==> config.mk <==
export PLATFORM = sky130hd
export DESIGN_NAME = fp32pk_packer
export DESIGN_NICKNAME = d
export VERILOG_FILES = /design/src/rtl/fp32pk_pkg.sv /design/src/rtl/fp32pk_rshift.sv /design/src/rtl/fp32pk_rounder.sv /design/src/rtl/fp32pk_ovf_sel.sv /design/src/rtl/fp32pk_packer.sv
export SDC_FILE = /design/constraint.sdc
export NUM_CORES = 1
export LEC_CHECK = 0
export BUFFER_PORTS_ARGS = -buffer_cell sky130_fd_sc_hd__buf_2
export CORE_MARGIN = 1.5
export CORE_UTILIZATION = 55
export DETAILED_ROUTE_END_ITERATION = 10
export PLACE_DENSITY_LB_ADDON = 0.05
export SLEW_MARGIN = 30
export SYNTH_ARGS = -nofsm -noshare
export SYNTH_HDL_FRONTEND = slang
export SYNTH_HIERARCHICAL = 1
export SYNTH_SLANG_ARGS = --single-unit
==> constraint.sdc <==
create_clock -name clk -period 12.6 [get_ports clk]
set_input_delay 1.89 -clock clk [delete_from_list [all_inputs] [get_ports clk]]
set_output_delay 1.89 -clock clk [all_outputs]
set_load 0.02 [all_outputs]
==> src/rtl/fp32pk_pkg.sv <==
// Package: shared encodings and field constants for the single-precision packer.
// Assumes the packed format is IEEE-754 binary32 (1/8/23).
package fp32pk_pkg;

    localparam int FRAC_W  = 23;
    localparam int EFLD_W  = 8;
    localparam int KEEP_W  = FRAC_W + 1;
    localparam int BIAS    = 127;
    localparam int EXP_TOP = 255;

    typedef enum logic [1:0] {
        CLS_ZERO = 2'd0,
        CLS_NUM  = 2'd1,
        CLS_INF  = 2'd2,
        CLS_NAN  = 2'd3
    } fp_class_e;

    typedef enum logic [1:0] {
        RM_NEAREST = 2'd0,
        RM_ZERO    = 2'd1,
        RM_DOWN    = 2'd2,
        RM_UP      = 2'd3
    } rmode_e;

    typedef struct packed {
        logic operr;
        logic overflow;
        logic underflow;
        logic inexact;
    } flags_t;

    localparam logic [31:0] WORD_INF     = 32'h7F80_0000;
    localparam logic [31:0] WORD_MAX_FIN = 32'h7F7F_FFFF;

endpackage

==> src/rtl/fp32pk_rshift.sv <==
// Module: right shifter that folds every bit shifted out into a sticky bit.
// Assumes amt is already clamped by the caller; stages that shift by the
// full width or more simply empty the word into sticky.
module fp32pk_rshift #(
    parameter int W    = 32,
    parameter int SH_W = 6
) (
    input  logic [W-1:0]    din,
    input  logic [SH_W-1:0] amt,
    input  logic            sticky_in,
    output logic [W-1:0]    dout,
    output logic            sticky_out
);

    logic [W-1:0] work;
    logic         lost;

    // Logarithmic shift, one stage per amount bit, collecting lost bits.
    always_comb begin
        work = din;
        lost = sticky_in;
        for (int k = 0; k < SH_W; k++) begin
            if (amt[k]) begin
                if ((1 << k) >= W) begin
                    lost = lost | (|work);
                    work = '0;
                end else begin
                    lost = lost | (|(work & ~({W{1'b1}} << (1 << k))));
                    work = work >> (1 << k);
                end
            end
        end
        dout       = work;
        sticky_out = lost;
    end

endmodule

==> src/rtl/fp32pk_rounder.sv <==
// Module: round-increment decision and add for a kept significand.
// Assumes guard, round and sticky describe the bits below kept's LSB.
// The sum is one bit wider so a carry into 2.0 is visible to the caller.
module fp32pk_rounder
    import fp32pk_pkg::*;
#(
    parameter int KW = KEEP_W
) (
    input  logic [KW-1:0] kept,
    input  logic          guard,
    input  logic          rnd,
    input  logic          stk,
    input  logic          sign,
    input  rmode_e        mode,
    output logic [KW:0]   sum,
    output logic          inexact
);

    logic bump;

    // Decide whether the magnitude is incremented under the selected mode.
    always_comb begin
        inexact = guard | rnd | stk;
        unique case (mode)
            RM_NEAREST: bump = guard & (rnd | stk | kept[0]);
            RM_ZERO:    bump = 1'b0;
            RM_DOWN:    bump = inexact & sign;
            RM_UP:      bump = inexact & ~sign;
            default:    bump = 1'b0;
        endcase
    end

    // Apply the increment with the carry kept.
    always_comb begin
        sum = {1'b0, kept} + {{KW{1'b0}}, bump};
    end

endmodule

==> src/rtl/fp32pk_ovf_sel.sv <==
// Module: chooses the saturated result for an overflowing value.
// Assumes it is only consulted when the caller has detected overflow.
module fp32pk_ovf_sel
    import fp32pk_pkg::*;
(
    input  logic        sign,
    input  rmode_e      mode,
    output logic [31:0] word
);

    logic to_inf;

    // Infinity when the mode rounds away from zero for this sign.
    always_comb begin
        unique case (mode)
            RM_NEAREST: to_inf = 1'b1;
            RM_ZERO:    to_inf = 1'b0;
            RM_DOWN:    to_inf = sign;
            RM_UP:      to_inf = ~sign;
            default:    to_inf = 1'b1;
        endcase
        word = (to_inf ? WORD_INF : WORD_MAX_FIN) | {sign, 31'd0};
    end

endmodule

==> src/rtl/fp32pk_packer.sv <==
// Module: top of the single-precision packer. Combinational packing of an
// unpacked value with a registered word/flag output (one cycle latency).
// Assumes mant_i[MANT_W-1] is the leading one for class NUM, that at least
// three bits lie below the 24 kept bits, and that NaN mantissas already
// carry the quiet bit.
module fp32pk_packer
    import fp32pk_pkg::*;
#(
    parameter int MANT_W = 32,
    parameter int EXP_W  = 12
) (
    input  logic                    clk,
    input  logic                    rst_n,
    input  logic [1:0]              cls_i,
    input  logic                    sign_i,
    input  logic signed [EXP_W-1:0] exp_i,
    input  logic [MANT_W-1:0]       mant_i,
    input  logic                    sticky_i,
    input  logic [1:0]              rmode_i,
    output logic [31:0]             word_o,
    output logic                    inexact_o,
    output logic                    underflow_o,
    output logic                    overflow_o,
    output logic                    operr_o
);

    localparam int LOW_W  = MANT_W - KEEP_W;
    localparam int EB_W   = EXP_W + 2;
    localparam int SH_W   = $clog2(MANT_W) + 1;
    localparam int SH_MAX = (1 << SH_W) - 1;

    fp_class_e              cls;
    rmode_e                 mode;
    logic signed [EB_W-1:0] exp_b;
    logic signed [EB_W-1:0] sh_need;
    logic signed [EB_W-1:0] exp_r;
    logic                   sub_path;
    logic [SH_W-1:0]        sh_amt;
    logic [MANT_W-1:0]      m_sh;
    logic                   st_sh;
    logic [KEEP_W-1:0]      kept;
    logic                   guard, rnd, stk;
    logic [KEEP_W:0]        sum;
    logic                   inexact_r;
    logic                   ovf;
    logic [31:0]            sat_word;
    logic [FRAC_W-1:0]      frac_n;
    logic [31:0]            word_d;
    flags_t                 flags_d;
    flags_t                 flags_q;
    logic [31:0]            word_q;

    // Decode the input codes and bias the exponent.
    always_comb begin
        cls      = fp_class_e'(cls_i);
        mode     = rmode_e'(rmode_i);
        exp_b    = EB_W'(exp_i) + EB_W'(BIAS);
        sub_path = (exp_b <= 0);
        sh_need  = EB_W'(1) - exp_b;
    end

    // Clamp the denormalising shift; anything past the width is all sticky.
    always_comb begin
        if (!sub_path)
            sh_amt = '0;
        else if (sh_need > EB_W'(SH_MAX))
            sh_amt = SH_W'(SH_MAX);
        else
            sh_amt = sh_need[SH_W-1:0];
    end

    fp32pk_rshift #(
        .W    (MANT_W),
        .SH_W (SH_W)
    ) u_shift (
        .din        (mant_i),
        .amt        (sh_amt),
        .sticky_in  (sticky_i),
        .dout       (m_sh),
        .sticky_out (st_sh)
    );

    // Split the shifted mantissa into kept bits and guard/round/sticky.
    always_comb begin
        kept  = m_sh[MANT_W-1 -: KEEP_W];
        guard = m_sh[LOW_W-1];
        rnd   = m_sh[LOW_W-2];
        stk   = st_sh;
        if (LOW_W > 2)
            stk = st_sh | (|(m_sh & ~({MANT_W{1'b1}} << (LOW_W - 2))));
    end

    fp32pk_rounder #(
        .KW (KEEP_W)
    ) u_round (
        .kept    (kept),
        .guard   (guard),
        .rnd     (rnd),
        .stk     (stk),
        .sign    (sign_i),
        .mode    (mode),
        .sum     (sum),
        .inexact (inexact_r)
    );

    fp32pk_ovf_sel u_sat (
        .sign (sign_i),
        .mode (mode),
        .word (sat_word)
    );

    // Post-rounding exponent adjust and overflow detection for normals.
    always_comb begin
        exp_r  = exp_b + (sum[KEEP_W] ? EB_W'(1) : EB_W'(0));
        frac_n = sum[KEEP_W] ? '0 : sum[FRAC_W-1:0];
        ovf    = !sub_path && (exp_r >= EB_W'(EXP_TOP));
    end

    // Assemble the next word and flags for each class and path.
    always_comb begin
        word_d  = '0;
        flags_d = '0;
        unique case (cls)
            CLS_ZERO: begin
                word_d = {sign_i, 31'd0};
            end
            CLS_INF: begin
                word_d = {sign_i, 31'd0} | WORD_INF;
            end
            CLS_NAN: begin
                word_d = {sign_i, {EFLD_W{1'b1}}, mant_i[MANT_W-2 -: FRAC_W]};
            end
            CLS_NUM: begin
                if (sub_path) begin
                    word_d            = {sign_i, 7'd0, sum[KEEP_W-1:0]};
                    flags_d.underflow = 1'b1;
                    flags_d.inexact   = inexact_r;
                end else if (ovf) begin
                    word_d           = sat_word;
                    flags_d.overflow = 1'b1;
                    flags_d.operr    = 1'b1;
                    flags_d.inexact  = 1'b1;
                end else begin
                    word_d          = {sign_i, exp_r[EFLD_W-1:0], frac_n};
                    flags_d.inexact = inexact_r;
                end
            end
            default: word_d = '0;
        endcase
    end

    // Output register with synchronous active-low reset.
    always_ff @(posedge clk) begin
        if (!rst_n) begin
            word_q  <= '0;
            flags_q <= '0;
        end else begin
            word_q  <= word_d;
            flags_q <= flags_d;
        end
    end

    assign word_o      = word_q;
    assign inexact_o   = flags_q.inexact;
    assign underflow_o = flags_q.underflow;
    assign overflow_o  = flags_q.overflow;
    assign operr_o     = flags_q.operr;

endmodule

* Word level (Yosys, flattened, before mapping) *
Index checks and enable logic that the tools add are counted.
W data, S select, Z words.

cells by class
  add/subtract/negate cells = 4
  magnitude comparators = 3
  eq/ne operators = 6
  multiplexer cells = 26
  bitwise logic cells = 18
  reduce and logical (&&, ||, !) cells = 12

operators with widths
  kind                     count
  $mux W32                 8
  $pmux W32 S4             1
  $or A32 B32 Y32          1
  $reduce_or A32 Y1        1
  $add A24 B1 Y25          1
  $mux W24                 1
  $mux W23                 1
  $reduce_or A16 Y1        1
  $add A13 B2 Y14          1
  $ge A14 B9 Y1 const B    1
  $gt A14 B7 Y1 const B    1
  $sub A2 B13 Y14 const A  1
  $add A12 B8 Y13 const B  1
  $le A13 B1 Y1 const B    1
  $mux W6                  2
  $or A1 B1 Y1             11
  $mux W1                  10
  $eq A2 B2 Y1 const B     4
  $pmux W1 S4              2
  $reduce_or A8 Y1         1
  $reduce_or A6 Y1         1
  $eq A2 B1 Y1 const B     2
  $logic_not A2 Y1         2
  $reduce_or A4 Y1         1
  8 further kinds          12

word-level totals
  register bits after elaboration = 36
  input bits = 52
  output and inout port bits = 36

* Logic depth before layout (Yosys ltp) *
Gate-level depths: netlist of the first run.

  word-level depth = 30
  mapped depth = 44
  depth with buffers taken out = 37

* Hierarchy *
Netlist of the first run, hierarchy kept.

by module, submodules not included
  module          instances  cells each  area each (µm²)
  fp32pk_rshift   1          306         2686.3
  fp32pk_packer   1          268         2344.7
  fp32pk_rounder  1          74          529.3
  fp32pk_ovf_sel  1          35          267.8

* Worst setup path before layout of the first run *
No wires, ideal clock.

  path type = input -> register
  from = input port exp_i[4]
  to = register word_q[0] (netlist: word_o[0])
  arrival = 10064 ps
  setup slack = 2414 ps
  stages on the path = 40
  buffers on the path = 5
  path through = buf_6 -> or4_4 -> or4_4 -> buf_6 -> xor2_1 -> nor2_1 -> mux2_2 -> a31oi_1 -> a31oi_1 -> a21oi_1 -> buf_1 -> mux4_2 -> mux2_2 -> a222oi_1 -> nand2_1 -> a2111oi_1 -> a41o_1 -> o311ai_1 -> [... 4 more ...] -> nor3_1 -> ha_1 -> ha_1 -> nand3_1 -> nor4_4 -> and3_1 -> ha_1 -> ha_1 -> nor3b_1 -> o31ai_1 -> xor2_1 -> nand4_1 -> a311oi_2 -> o31ai_4 -> and2_1 -> buf_6 -> buf_8 -> a221o_1

between the ends
  elaborated cells between the ends (all ways) = 48
  classes of those cells = 4 x add/sub; 3 x order compare; 20 x mux; 13 x bitwise; 8 x reduce/logical

RTL lines
  element               RTL line              source
  from (decl)           fp32pk_packer.sv:16   input logic signed [EXP_W-1:0] exp_i,
  $add A12 B8 Y13 (*)   fp32pk_packer.sv:57   exp_b = EB_W'(exp_i) + EB_W'(BIAS);
  $sub A2 B13 Y14       fp32pk_packer.sv:59   sh_need = EB_W'(1) - exp_b;
  $gt A14 B7 Y1         fp32pk_packer.sv:66   else if (sh_need > EB_W'(SH_MAX))
  $mux W6               fp32pk_packer.sv:66
  $mux W6 (*)           fp32pk_packer.sv:64   if (!sub_path)
  via sh_amt[2]         fp32pk_packer.sv:38   logic [SH_W-1:0] sh_amt;
  $mux W32              fp32pk_rshift.sv:23   if (amt[k]) begin
  $reduce_or A8 Y1      fp32pk_rshift.sv:28   lost = lost | (|(work & ~({W{1'b1}} << (1 << k))));
  [... 6 more ...]      --
  via st_sh             fp32pk_packer.sv:40   logic st_sh;
  [... 1 more ...]      --
  via stk               fp32pk_packer.sv:42   logic guard, rnd, stk;
  [... 5 more ...]      --
  via sum[24]           fp32pk_packer.sv:43   logic [KEEP_W:0] sum;
  $mux W1               fp32pk_packer.sv:114  exp_r = exp_b + (sum[KEEP_W] ? EB_W'(1) : EB_W'(0));
  $add A13 B2 Y14       fp32pk_packer.sv:114
  $ge A14 B9 Y1         fp32pk_packer.sv:116  ovf = !sub_path && (exp_r >= EB_W'(EXP_TOP));
  $logic_and A1 B1 Y1   fp32pk_packer.sv:116
  $mux W32 (*)          fp32pk_packer.sv:138  end else if (ovf) begin
  $mux W32 (*)          fp32pk_packer.sv:134  if (sub_path) begin
  $pmux W32 S4 (*)      fp32pk_packer.sv:123  unique case (cls)
  to (signal assigned)  fp32pk_packer.sv:158  word_q <= word_d;
  to (decl)             fp32pk_packer.sv:51   logic [31:0] word_q;

Mark *: on every way through the listed nets, which the timed path passes. The rest lies on a longest branch.
A chain may end at the register's enable or synchronous reset.

* Worst setup path in the final report of the first run *
  from = input port exp_i[0]
  to = register word_q[12] (netlist: word_o[12])

between the ends
  elaborated cells between the ends (all ways) = 48
  classes of those cells = 4 x add/sub; 3 x order compare; 20 x mux; 13 x bitwise; 8 x reduce/logical

RTL lines
  element              RTL line
  $add A12 B8 Y13 (*)  fp32pk_packer.sv:57
  $sub A2 B13 Y14      fp32pk_packer.sv:59
  $gt A14 B7 Y1        fp32pk_packer.sv:66
  $mux W6              fp32pk_packer.sv:66
  $mux W6 (*)          fp32pk_packer.sv:64
  via sh_amt[1]        fp32pk_packer.sv:38
  $mux W32             fp32pk_rshift.sv:23
  $reduce_or A4 Y1     fp32pk_rshift.sv:28
  [... 8 more ...]     --
  via st_sh            fp32pk_packer.sv:40
  [... 1 more ...]     --
  via stk              fp32pk_packer.sv:42
  [... 5 more ...]     --
  via sum[24]          fp32pk_packer.sv:43
  $mux W1              fp32pk_packer.sv:114
  $add A13 B2 Y14      fp32pk_packer.sv:114
  $ge A14 B9 Y1        fp32pk_packer.sv:116
  $logic_and A1 B1 Y1  fp32pk_packer.sv:116
  $mux W32 (*)         fp32pk_packer.sv:138
  $mux W32 (*)         fp32pk_packer.sv:134
  $pmux W32 S4 (*)     fp32pk_packer.sv:123

Marked as above.

==> results of run 1 <==
## power by group through the flow
stage / combinational (mW) / clock, mW / sequential, mW
2_1_floorplan: 0.216 / 0 / 0.131
3_3_place_gp: 0.292 / 0 / 0.121
3_5_place_dp: 0.295 / 0 / 0.122
4_1_cts: 0.296 / 0.102 / 0.119
5_1_grt: 0.324 / 0.105 / 0.120
6_report: 0.303 / 0.100 / 0.119
## sequential cells by signal, indices dropped and copies added, names as in the netlist
signal / count
inexact_o: 1
operr_o: 1
underflow_o: 1
word_o: 32
## area by class of cell
class                   instances  area [µm²]  area share (%)
inverters                      15        56.3           0.906
multi-input cells             561        4620            74.4
clock buffers                   5        68.8            1.11
flip-flops and latches         35         701            11.3
clock inverters                 3        43.8           0.705
repair buffers                 99         553            8.90
well taps                     136         170            2.74
## layer usage
metal / up-vias / routed length, µm
met5: - / 0
met4: 0 / 228
met3: 18 / 1550
met2: 313 / 7920
met1: 2745 / 8020
li1: 2653 / -
## kinds of logic (layout without fill, tap and decap cells)
logic type / after synthesis / count (layout)
simple gates: 260 / 260
buf+inv: 93 / 122
flops: 35 / 35
mux: 103 / 103
compound gates: 137 / 137
other cells: 1 / 7
xor+xnor: 46 / 46
fa+ha+maj: 8 / 8
## worst paths after layout
| kind | end | depth (start not counted) |
|---|---|---|
| worst min-delay path | word_o[31] | 3 |
| worst max-delay path | word_o[12] | 39 |
## Yosys cell counts, drive strengths merged (6+ instances only)
master | number | area, µm²
a211oi | 10 | 75.1
a21oi | 17 | 85.1
a221o | 16 | 160
a221oi | 7 | 61.3
a31oi | 7 | 43.8
and2 | 33 | 206
and3 | 10 | 62.6
buf | 55 | 413
clkbuf | 23 | 86.3
dfxtp | 35 | 701
ha | 8 | 100
inv | 14 | 52.6
mux2 | 27 | 312
mux2i | 37 | 370
mux4 | 39 | 878
nand2 | 47 | 176
nand2b | 8 | 57.6
nand3 | 21 | 110
nand4 | 13 | 87.6
nor2 | 53 | 199
nor2b | 13 | 81.3
nor3 | 24 | 120
nor4 | 13 | 111
o211ai | 6 | 45.0
o21ai | 18 | 90.1
o2bb2ai | 6 | 52.6
or2 | 7 | 46.3
xnor2 | 29 | 273
xor2 | 17 | 149
## critical path: cells and delay by family
| family | cells | cell delay, ps |
|---|---|---|
| AND/OR/NAND/NOR | 15 | 2950 |
| XOR/XNOR | 2 | 530 |
| adder cells (fa/ha/maj) | 5 | 1330 |
| multiplexers | 1 | 610 |
| buffers and inverters | 4 | 1110 |
| AO/OA/AOI/OAI | 12 | 3360 |
## through the flow
stage               hold WS, ps  utilization, %
global placement           2170            58.8
finish                     1870            60.2
floorplan                  2030               -
CTS                        1860            60.2
global route               1870            60.2
detailed placement         2180            59.1
==> reports/metrics.yaml, run 1 <==
worst_slack_ps: 919
synthCells: 683
rsz0062_at_grt: "false"
placed_cells: 846
critPathKind: "primary input to register"
grt_use_total_pct: 31.5
ir_drop_uv: 76.4
synth_top_family_by_area: "multiplexers"
die_x_um: 106
cts_buffers: 5
grt_use_met2_pct: 49.0
dp_hpwl_mm: 13.9
cts_hold_buffers: 0
path_common_cell: "ha_1"
critPathLaunchType: "primary input"
synthArstFlopShare_pct: 0
root_buffer: "clkbuf_8"
fmax_ghz: 0.0856
grt_max_degree: 30
post-cts-setup-buffers: 0
fillers: 956
swShare_pct: 43.1
p_per_area_nw_per_um2: 84.0
top_usage_layer: "met2"
viasPerCell: 6.71
tns_ps: 0
min_from: "sign_i"
synth_compound_area_share_pct: 18.5
hold_violations: 0
clock_path_buffers: 2
io_pins: 88
timing.final.crit_period_ps: 11680
relSlewSlack_pct: 36.1
pwr-share-comb_pct: 58.0
area_growth_pct: 6.61
avgRoutedWirePerCell_um: 20.8
p_int_mw: 0.297
clk_pin_slew_ps: 70
met3_usage_pct: 4.35
fp-row-count: 37
synth_simple_gate_area_share_pct: 24.2
routed_wl_mm: 17.7
place_congestion: 0.966
power.switching_mw: 0.225
synth-xor-area-share_pct: 7.23
post-route-drc-count: 0
diodes: 0
setup_viol: 0
ys_types: 80
post_cts_resize_count: 0
overflow: 0
outcome: "completed"
antenna_found_initial: 1
synth_seq_area_share_pct: 12.0
synthFlopType: "dfxtp_1"
startpoint: "exp_i[0]"
final_cell_mix: "buf_2, nor2_1, nand2_1, mux4_2, mux2i_1"
p_leak_nw: 2.53
cpMaxStageDelayCell: "a31oi_1"
cts_num_sinks: 35
h-tree-depth: 2
drive_above_1_share_pct: 26.7
critPathMaxStageDelay_ps: 630
crit_required_ps: 12770
cts_tree: "yes"
seqPwrFrac_pct: 22.8
initial_core_util_pct: 56.5
dieArea_um2: 11200
core_area_um2: 10300
drv_slew: 0
port_buffers: 87
hold_class: "primary input to register"
first_iter_violations: 594
cp-end-kind: "register"
fin_crit_sh_pct: 92.7
vias: 5729
synth-edff-count: 0
grt_first_pass_wirelength_mm: 28.0
netlist_area_um2: 5830
p_clk_share_pct: 19.2
synth_seq_cells: 35
avgSynthCellArea_um2: 8.53
synth.area.mux_share_pct: 26.8
final_area_um2: 6210
cp_max_fo: 29
antenna_left: 0
grt_pass1_vias: 5250
worst_pin_slew_ps: 949
firstDrtPassIters: 5
dpl_cell_area_um2: 6100
p_total_mw: 0.522
maxCapViolCount: 0
worstPathArrival_ps: 11850
met1_usage_pct: 45.7
ys_warn_count: 6
die_y_um: 106
dp_slack_ps: 928
synthAdderAreaFrac_pct: 1.72
final_common_cell: "buf_2"
stdcell_count: 854
fin_nets: 777
Note: power is estimated with default switching activity, not from simulation.
==> run 2: changes to the inputs <==
Settings changed: CORE_UTILIZATION 55 to 45.
==> reports/metrics.yaml, run 2 (synthesized netlist as in run 1, its figures left out) <==
outcome: "completed"
area_growth_pct: 7.69
min_from: "sign_i"
post-cts-setup-buffers: 0  # unchanged
drive_above_1_share_pct: 26.7  # unchanged
grt_max_degree: 37  # +23%
cts_tree: "yes"
worst-path-buf-inv: 5  # +1
maxCapViolCount: 0  # unchanged
rsz0062_at_grt: "false"
clk_pin_slew_ps: 50  # -20 ps
tns_ps: 0  # unchanged
critPathKind: "primary input to register"
core_area_um2: 12600  # +22%
fp-row-count: 41  # +11%
final_common_cell: "buf_2"
grt_use_total_pct: 26.3  # -5.2 points
cts_buffers: 5  # unchanged
p_leak_nw: 2.53  # +0.10%
dp_hpwl_mm: 14.1  # +1.6%
post_cts_resize_count: 0  # unchanged
antenna_left: 0  # unchanged
antenna_found_initial: 0  # -1
worst_slack_ps: 927  # +7.90 ps
cp_max_fo: 36  # +24%
hold_class: "primary input to register"
final_util_pct: 49.7  # -10 points
worstPathArrival_ps: 11890  # +40 ps
post-route-drc-count: 0  # unchanged
place_congestion: 0.931  # -3.6%
crit_required_ps: 12820  # +50 ps
initial_core_util_pct: 46.2  # -10 points
cts_hold_buffers: 0  # unchanged
largest_reg_flops: 32  # unchanged
critPathMaxStageDelay_ps: 760  # +130 ps
routed_wl_mm: 17.8  # +0.30%
fin_nets: 777  # unchanged
drv_slew: 0  # unchanged
dp_slack_ps: 779  # -149 ps
worst_pin_slew_ps: 912  # -37.1 ps
first_iter_violations: 516  # -13%
setup_viol: 0  # unchanged
viasPerCell: 6.27  # -6.6%
fmax_ghz: 0.0857  # about the same
root_buffer: "clkbuf_16"
hold_violations: 0  # unchanged
clock_path_buffers: 2  # unchanged
cts_num_sinks: 35  # unchanged
cp-end-kind: "register"
vias: 5578  # -2.6%
overflow: 0  # unchanged
firstDrtPassIters: 6  # +1
cpMaxStageDelayCell: "a2111oi_0"
grt_pass1_vias: 5040  # -4.0%
crit_family: "compound AO/OA/AOI/OAI gates"
final_cell_mix: "buf_2, nor2_1, nand2_1, mux4_2, mux2i_1"
worstSetupEndpoint: "word_o[14]"
relSlewSlack_pct: 39.1  # +3.0 points
grt_first_pass_wirelength_mm: 28.0  # -0.15%
startpoint: "exp_i[0]"
diodes: 0  # unchanged
fin_crit_sh_pct: 92.6  # about the same
path_common_cell: "ha_1"
die_x_um: 117  # +10%
die_y_um: 117  # +10%
io_pins: 88  # unchanged
timing.final.crit_period_ps: 11670  # -7.90 ps
h-tree-depth: 2  # unchanged
cp.depth: 41  # +5.1%
avgRoutedWirePerCell_um: 20.0  # -3.8%
port_buffers: 87  # unchanged
dieArea_um2: 13600  # +22%
ir_drop_uv: 47.2  # -38%
p_per_area_nw_per_um2: 85.6  # +1.9%
critPathLaunchType: "primary input"
==> run 2: how the worst min path moves through the flow <==
| stage | depth (start not counted) | end |
|---|---|---|
| after floorplan | 2 | word_o[31] |
| after global placement | 3 | word_o[31] |
| after detailed placement | 3 | word_o[31] |
| after CTS | 3 | word_o[31] |
| after global routing | 3 | word_o[31] |
| final | 3 | word_o[31] |
==> run 2: layer usage <==
metal	up-vias	routed length (µm)	track usage [%]
li1	2655	-	-
met4	0	344	6.99
met1	2659	8200	38.5
met3	24	1660	5.82
met2	240	7580	39.0
met5	-	0	0
==> run 2: final cells by class <==
type / count / area (µm²)
clock buffer: 5 / 125
clock inverter: 3 / 20.0
fill: 1259 / 6340
inverter: 15 / 56.3
multi-input combinational: 561 / 4620
sequential: 35 / 701
tap: 172 / 215
timing repair buffer: 99 / 538
==> run 2: power breakdown <==
group | total [mW] | switching [mW] | internal [mW]
Clock | 0.116 | 0.0436 | 0.0726
Sequential | 0.119 | 0.00135 | 0.118
Combinational | 0.302 | 0.182 | 0.120
==> run 2: through the flow <==
stage / power [mW] / area [µm²] / hold slack, ps / instances
6_report: 0.537 / 6280 / 1880 / 890
5_1_grt: 0.570 / 6280 / 1900 / 890
4_1_cts: 0.535 / 6280 / 1880 / 890
2_1_floorplan: 0.346 / 5850 / 2030 / 689
3_5_place_dp: 0.417 / 6130 / 2170 / 882
3_3_place_gp: 0.417 / 6130 / 2170 / 882
==> run 3: changes to the inputs <==
==> constraint.sdc (replaced) <==
create_clock -name clk -period 12.6 [get_ports clk]
set_input_delay 0.63 -clock clk [delete_from_list [all_inputs] [get_ports clk]]
set_output_delay 0.63 -clock clk [all_outputs]
set_load 0.02 [all_outputs]
==> reports/metrics.yaml, run 3 (synthesized netlist as in run 1, its figures left out) <==
outcome: "completed"
cp_max_fo: 39  # +8.3%
startpoint: "exp_i[0]"
rsz0062_at_grt: "false"
p_total_mw: 0.531  # -1.2%
hold_violations: 0  # unchanged
p_leak_nw: 2.51  # -0.83%
placed_cells: 878  # -0.45%
grt_first_pass_wirelength_mm: 28.3  # +1.3%
worst_pin_slew_ps: 871  # -40.7 ps
cts_num_sinks: 35  # unchanged
critPathMaxStageDelay_ps: 650  # -110 ps
area_growth_pct: 6.83
fin_crit_sh_pct: 84.3  # -8.3 points
drive_above_1_share_pct: 26.1  # -0.69 points
cts_hold_buffers: 0  # unchanged
hold_class: "primary input to register"
fmax_ghz: 0.0941  # +9.9%
stdcell_count: 886  # -0.45%
cpMaxStageDelayCell: "a31oi_1"
largest_reg_flops: 32  # unchanged
cts_tree: "yes"
grt_pass1_vias: 5198  # +3.1%
final_cell_mix: "buf_2, nor2_1, nand2_1, mux4_2, mux2i_1"
root_buffer: "clkbuf_16"
clock_path_buffers: 2  # unchanged
grt_use_total_pct: 26.5  # +0.23 points
final_common_cell: "buf_2"
dieArea_um2: 13600  # unchanged
h-tree-depth: 2  # unchanged
tns_ps: 0  # unchanged
routed_wl_mm: 17.7  # -0.30%
io_pins: 88  # unchanged
fin_nets: 773  # -0.51%
worstPathArrival_ps: 10840  # -1050 ps
grt_max_degree: 42  # +14%
path_common_cell: "ha_1"
antenna_found_initial: 2  # +2
maxCapViolCount: 0  # unchanged
post-route-drc-count: 0  # unchanged
diodes: 0  # unchanged
timing.final.crit_period_ps: 10620  # -1050 ps
crit_required_ps: 12810  # about the same
critPathKind: "primary input to register"
place_congestion: 0.946  # +1.7%
first_iter_violations: 495  # -4.1%
cp-end-kind: "register"
port_buffers: 87  # unchanged
setup_viol: 0  # unchanged
ir_drop_uv: 45.5  # -3.6%
initial_core_util_pct: 46.2  # unchanged
firstDrtPassIters: 5  # -1
p_per_area_nw_per_um2: 85.2  # -0.39%
worstSetupEndpoint: "word_o[12]"
vias: 5564  # -0.25%
overflow: 0  # unchanged
critPathLaunchType: "primary input"
dp_hpwl_mm: 14.0  # -0.97%
antenna_left: 0  # unchanged
die_x_um: 117  # unchanged
viasPerCell: 6.28  # +0.20%
post-cts-setup-buffers: 0  # unchanged
post_cts_resize_count: 0  # unchanged
avgRoutedWirePerCell_um: 20.0  # +0.15%
die_y_um: 117  # unchanged
drv_slew: 0  # unchanged
cts_buffers: 5  # unchanged
relSlewSlack_pct: 41.3  # +2.2 points
clk_pin_slew_ps: 50  # about the same
core_area_um2: 12600  # unchanged
fp-row-count: 41  # unchanged
run 3: through the flow:
stage	worst slack (ps)	hold WS, ps	area, µm²	utilization [%]
after floorplan	3670	772	5850	-
after global placement	2180	909	6090	48.2
after detailed placement	1900	917	6090	48.2
after CTS	2150	626	6230	49.3
after global routing	1120	649	6230	49.3
final	1980	629	6230	49.3
run 3: worst min path at each step:
stage	endpoint	start	depth (start not counted)	slack, ps
floorplan	word_o[31]	sign_i	2	770
global placement	word_o[31]	sign_i	3	910
detailed placement	word_o[31]	sign_i	3	920
CTS	word_o[31]	sign_i	3	630
global route	word_o[31]	sign_i	3	650
finish	word_o[31]	sign_i	3	630
run 3: worst max-delay path: cells and delay by family:
family                     cells  cell delay [ps]
adders and majority gates      5             1320
buffers and inverters          4             1210
AOI/OAI and AO/OA             12             3430
and+or+nand+nor               14             2790
xor gates and xnor gates       2              640
muxes                          2              760
run 3: layout make-up:
cell class / instances / area [µm²]
Fill cell: 1267 / 6390
Multi-Input combinational cell: 561 / 4620
Sequential cell: 35 / 701
Timing Repair Buffer: 95 / 495
Tap cell: 172 / 215
Clock buffer: 7 / 133
Inverter: 15 / 56.3
Clock inverter: 1 / 5.00
run 3: layer usage:
metal  vias to the layer above  part of all wire (%)  GRT usage [%]
li1                       2644                     -              -
met1                      2624                    48           40.7
met2                       276                    43           39.3
met3                        20                   7.7           2.99
met4                         0                   1.3           6.83
met5                         -                     0              0
run 3: power by group:
group	switching, mW	internal (mW)	leakage, nW
sequential	0.00132	0.118	0.288
clock	0.0411	0.0728	0.0679
combinational	0.180	0.118	2.15
